==> src/rtl/irq_stat_pkg.sv <==
package irq_stat_pkg;
  localparam int unsigned DATA_W = 32;
  localparam int unsigned EVT_N  = 11;

  // event index -> status bit position
  localparam int unsigned EVT_POS [EVT_N] = '{0, 1, 2, 3, 5, 6, 7, 8, 9, 11, 13};
  localparam int unsigned EVT_NORM [EVT_N] = '{1, 0, 1, 0, 0, 1, 0, 0, 0, 0, 0};

  localparam int unsigned ABN_BIT   = 15;
  localparam int unsigned NORM_BIT  = 16;
  localparam int unsigned RXST_LSB  = 17;
  localparam int unsigned TXST_LSB  = 20;
  localparam int unsigned ST_W      = 3;
  localparam logic [ST_W-1:0] TX_RUN_CODE = 3'b011;

  function automatic logic [DATA_W-1:0] grp_mask(input logic want_norm, input logic want_abn);
    logic [DATA_W-1:0] m;
    m = '0;
    for (int i = 0; i < EVT_N; i++) begin
      if ((EVT_NORM[i] == 1 && want_norm) || (EVT_NORM[i] == 0 && want_abn))
        m[EVT_POS[i]] = 1'b1;
    end
    return m;
  endfunction

  localparam logic [DATA_W-1:0] NORM_MASK = grp_mask(1'b1, 1'b0);
  localparam logic [DATA_W-1:0] ABN_MASK  = grp_mask(1'b0, 1'b1);
  localparam logic [DATA_W-1:0] FLAG_MASK = NORM_MASK | ABN_MASK;
endpackage

==> src/rtl/irq_flag_bank.sv <==
module irq_flag_bank #(
  parameter int unsigned W = 32,
  parameter logic [W-1:0] VALID = '1
) (
  input  logic         clk_i,
  input  logic         rst_ni,
  input  logic [W-1:0] set_i,
  input  logic [W-1:0] clr_i,
  output logic [W-1:0] flags_o
);
  logic [W-1:0] flags_q;

  // set dominates clear so a coincident event is kept
  always_ff @(posedge clk_i or negedge rst_ni) begin
    if (!rst_ni) flags_q <= '0;
    else         flags_q <= ((flags_q & ~clr_i) | set_i) & VALID;
  end

  assign flags_o = flags_q;

  assert_set_wins_R6: assert property (@(posedge clk_i) disable iff (!rst_ni)
    (set_i != '0) |=> ((flags_q & $past(set_i & VALID)) == $past(set_i & VALID)));

  assert_w1c_R4: assert property (@(posedge clk_i) disable iff (!rst_ni)
    (clr_i != '0) |=> ((flags_q & $past(clr_i & ~set_i)) == '0));

  assert_hold_R11: assert property (@(posedge clk_i) disable iff (!rst_ni)
    ((set_i == '0) && (clr_i == '0)) |=> $stable(flags_q));
endmodule

==> src/rtl/irq_summary.sv <==
module irq_summary #(
  parameter int unsigned W = 32,
  parameter logic [W-1:0] NORM = '0,
  parameter logic [W-1:0] ABN  = '0
) (
  input  logic [W-1:0] flags_i,
  output logic         norm_o,
  output logic         abn_o
);
  // recomputed from the live flags only; no stored summary state
  assign norm_o = |(flags_i & NORM);
  assign abn_o  = |(flags_i & ABN);
endmodule

==> src/rtl/irq_line_reg.sv <==
module irq_line_reg (
  input  logic clk_i,
  input  logic rst_ni,
  input  logic req_i,
  output logic irq_o
);
  logic irq_q;

  always_ff @(posedge clk_i or negedge rst_ni) begin
    if (!rst_ni) irq_q <= 1'b0;
    else         irq_q <= req_i;
  end

  assign irq_o = irq_q;

  assert_irq_rise_R7: assert property (@(posedge clk_i) disable iff (!rst_ni)
    req_i |=> irq_o);
  assert_irq_fall_R7: assert property (@(posedge clk_i) disable iff (!rst_ni)
    !req_i |=> !irq_o);
endmodule

==> src/rtl/irq_status_reg.sv <==
module irq_status_reg
  import irq_stat_pkg::*;
(
  input  logic              clk_i,
  input  logic              rst_ni,
  input  logic              reg_wr_i,
  input  logic [DATA_W-1:0] reg_wdata_i,
  output logic [DATA_W-1:0] reg_rdata_o,
  input  logic              tx_done_i,
  input  logic              tx_ioc_i,
  input  logic              tx_stop_i,
  input  logic              tx_nobuf_i,
  input  logic              tx_jabber_i,
  input  logic              tx_underflow_i,
  input  logic              rx_done_i,
  input  logic              rx_nobuf_i,
  input  logic              rx_stop_i,
  input  logic              rx_wdog_i,
  input  logic              timer_i,
  input  logic              bus_err_i,
  input  logic              tx_run_i,
  input  logic [ST_W-1:0]   rx_state_i,
  output logic              irq_o
);
  logic [EVT_N-1:0]  evt;
  logic [DATA_W-1:0] set_vec, clr_vec, flags;
  logic              norm, abn;

  assign evt = {bus_err_i, timer_i, rx_wdog_i, rx_stop_i, rx_nobuf_i, rx_done_i,
                tx_underflow_i, tx_jabber_i, tx_nobuf_i, tx_stop_i,
                tx_done_i & tx_ioc_i};

  always_comb begin
    set_vec = '0;
    for (int i = 0; i < EVT_N; i++) set_vec[EVT_POS[i]] = evt[i];
  end

  assign clr_vec = reg_wr_i ? reg_wdata_i : '0;

  irq_flag_bank #(.W(DATA_W), .VALID(FLAG_MASK)) u_flags (
    .clk_i, .rst_ni, .set_i(set_vec), .clr_i(clr_vec), .flags_o(flags)
  );

  irq_summary #(.W(DATA_W), .NORM(NORM_MASK), .ABN(ABN_MASK)) u_sum (
    .flags_i(flags), .norm_o(norm), .abn_o(abn)
  );

  irq_line_reg u_line (
    .clk_i, .rst_ni, .req_i(norm | abn), .irq_o
  );

  always_comb begin
    reg_rdata_o = flags;
    reg_rdata_o[NORM_BIT] = norm;
    reg_rdata_o[ABN_BIT]  = abn;
    reg_rdata_o[RXST_LSB +: ST_W] = rx_state_i;
    reg_rdata_o[TXST_LSB +: ST_W] = tx_run_i ? TX_RUN_CODE : '0;
  end

  assert_gate_R8: assert property (@(posedge clk_i) disable iff (!rst_ni)
    (tx_done_i && !tx_ioc_i && !flags[0]) |=> !reg_rdata_o[0]);

  assert_undef_zero_R5: assert property (@(posedge clk_i) disable iff (!rst_ni)
    (reg_rdata_o & ~(FLAG_MASK | (DATA_W'(1) << ABN_BIT) | (DATA_W'(1) << NORM_BIT)
                     | (DATA_W'(63) << RXST_LSB))) == '0);
endmodule

==> config.mk <==
export PLATFORM = sky130hd
export DESIGN_NAME = irq_status_reg
export DESIGN_NICKNAME = d
export VERILOG_FILES = /design/src/rtl/irq_stat_pkg.sv /design/src/rtl/irq_flag_bank.sv /design/src/rtl/irq_summary.sv /design/src/rtl/irq_line_reg.sv /design/src/rtl/irq_status_reg.sv
export SDC_FILE = /design/constraint.sdc
export NUM_CORES = 1
export LEC_CHECK = 0
export BUFFER_PORTS_ARGS = -buffer_cell sky130_fd_sc_hd__buf_2
export CAP_MARGIN = 20
export CORE_ASPECT_RATIO = 0.9
export CORE_MARGIN = 4
export CORE_UTILIZATION = 32
export CTS_CLUSTER_DIAMETER = 100
export DETAILED_ROUTE_END_ITERATION = 6
export PLACE_DENSITY = 0.89
export SLEW_MARGIN = 20
export SYNTH_ARGS = -nofsm -noshare
export SYNTH_HDL_FRONTEND = slang
export SYNTH_SLANG_ARGS = --single-unit
==> constraint.sdc <==
create_clock -name clk_i -period 1.8 [get_ports clk_i]
set_input_delay 0.36 -clock clk_i [delete_from_list [all_inputs] [get_ports clk_i]]
set_output_delay 0.36 -clock clk_i [all_outputs]
set_load 0.005 [all_outputs]
==> summary.txt <==
Max Root-Sink Buffers: 2
FF+latch area: 300 µm²
crit share post-route: 0.895
crit path DAT: 1.25 ns
R2R Path End: u_line.irq_o$_DFF_PN0_
TritonCTS clock tree: built
synthesized cell area: 628 µm²
vias in the first global route: 458
DRT antenna net count: 0
MaxCap Viol Count: 0
area leader, netlist: dfrtp_1
Placement Setup Slack: 0.454 ns
Yosys warning count: 0
# rows: 14
most common cell in the netlist: buf_4
r2r worst-path depth: 2
via/cell ratio: 4.22
origin of the worst setup path: u_flags.flags_o[8]$_DFF_PN0_
cell count after synthesis: 62
Critical Path Source Type: register
Final min period: 1.61 ns
Die Span Y: 50.0 µm
largest net degree at the start of global routing: 13
Critical R2R Launch: u_flags.flags_o[6]$_DFF_PN0_
mean post-synth cell area: 10.1 µm²
Synth-to-Final Area Change: 25.1%
combinational family with the most area after synthesis: buffers and inverters
DRC: 0
htree depth: 1
Synth top area share: 0.478
area of the multi-input gates: 214 µm²
worst setup path end: reg_rdata_o[15]
port buffer count: 39
setup tns final: 0 ns
first-pass GRT wire length: 2010 µm
worst clock skew: 0.00379 ns
GRT Overall Usage: 0.104
Root Buffer: clkbuf_4
mux share of post-synthesis cell area: 0
Leak: 0.401 nW
Worst R2R Setup Slack: 0.72 ns
WL final: 1360 µm
initial core utilization: 0.355
Netlist cell types: 11
RSZ-0062 raised after global routing: false
post-synthesis adder-cell area fraction: 0
initial antenna violation count: 0
Antenna Cells: 0
fin worst setup slack: 0.189 ns
worst min-delay path category: input pin to register
Slew Limit Fails: 0
PD cells: 760 mW/mm²
wire per inst: 11.2 µm
CP Class: register to output pin
layout cells sized above 1: 0.464
I/O pin count: 84
Synth Area in Simple Gates: 0.122
critical path peak fanout: 3
Worst-Skew Late Latency: 0.27 ns
Async SR Flop Fraction: 1.00
post-synthesis xor/xnor area fraction: 0
Synth area leaders: dfrtp_1, buf_4, a21o_1
# fillers: 184
die footprint: 0.00274 mm²
Compound-Gate Fraction of Synth Area: 0.135
via count: 511
Worst Path Required: 1.44 ns
status: complete, no violations
most instantiated cells after synthesis: buf_4, dfrtp_1, nand2_1
Setup-failing EPs final: 0
TritonCTS Sinks: 12
initial drt markers: 1
postcts setup bufs: 0
remaining global-route overflow: 0
core area: 0.00177 mm²
Nets: 149
clk slew on worst S/H paths: 0.08 ns
sequential-to-total area share from yosys stat: 0.478
Max VDD drop: 0.562 mV
FMAX: 621 MHz
Power Total: 0.000598 W
Post-synth EDFFs: 0
total CTS buffers: 3
ys flop type: dfrtp_1
critical path capture point type: output pin
Die W: 54.7 µm
synthesized flop and latch total: 12
DRT Pass-1 Iters: 2
Placer Congestion: 0.726
final hold violations: 0
power breakdown:
part	internal [W]	switching [W]	total [W]
clock	0.000123	0.0000898	0.000213
combinational	0.0000461	0.0000384	0.0000845
sequential	0.000287	0.0000136	0.000300
total	0.000456	0.000142	0.000598
per-layer routing:
layer  vias to the layer above  part of all wire  global-route usage
met5                         -                 0                   0
met4                         0             0.014              0.0373
met3                         5              0.16              0.0602
met2                        38              0.48               0.171
met1                       231              0.34               0.105
li1                        237                 -                   -
critical path, stage by stage (launching register included):
cell,delay (ns)
dfrtp_1,0.40
nor4_1,0.37
nand2_1,0.08
buf_2,0.14
worst min path at each step:
stage	start	end	slack (ns)	depth (start not counted)
after detailed placement	rst_ni	u_flags.flags_o[9]$_DFF_PN0_	0.26	1
final	tx_underflow_i	u_flags.flags_o[5]$_DFF_PN0_	0.26	2
after CTS	tx_underflow_i	u_flags.flags_o[5]$_DFF_PN0_	0.25	2
after floorplan	rst_ni	u_flags.flags_o[0]$_DFF_PN0_	0.06	0
after global routing	tx_underflow_i	u_flags.flags_o[5]$_DFF_PN0_	0.26	2
after global placement	rst_ni	u_line.irq_o$_DFF_PN0_	0.25	1
layout by cell type (no fill, tap or decap), types with 2 or more instances in the layout:
cell | netlist | routed
buf_2 | 1 | 39
nor4_1 | 2 | 2
a21o_1 | 9 | 9
conb_1 | 1 | 14
nand2_1 | 12 | 12
dfrtp_1 | 12 | 12
clkbuf_4 | 0 | 3
layout make-up:
type	count	area share
Clock buffer	4	0.0462
Tap cell	24	0.0382
Timing Repair Buffer	40	0.261
Sequential cell	12	0.382
Multi-Input combinational cell	41	0.272
kinds of logic after synthesis:
family          count (synthesis)
buf+inv                        22
simple gates                   16
flops                          12
compound gates                 11
other cells                     1
sequential cells by signal, indices dropped and copies added (netlist names):
register and count:
u_flags.flags_o 11, u_line.irq_o 1
stage by stage:
step | util | instances | hold WS [ns] | instance area [µm²]
after floorplan | - | 75 | 0.0644 | 677
after global placement | 0.418 | 116 | 0.249 | 739
after detailed placement | 0.418 | 116 | 0.257 | 739
after CTS | 0.444 | 121 | 0.253 | 786
after global routing | 0.444 | 121 | 0.256 | 786
final | 0.444 | 121 | 0.260 | 786
repair_timing:
| action | in CTS | in global routing |
|---|---|---|
| endpoints found under the setup margin | 0 | 0 |
| endpoints found under the hold margin | 12 | 0 |
| resized for setup | 0 | 0 |
| hold buffers | 1 | 0 |
Power figures use the tool's default switching activity.
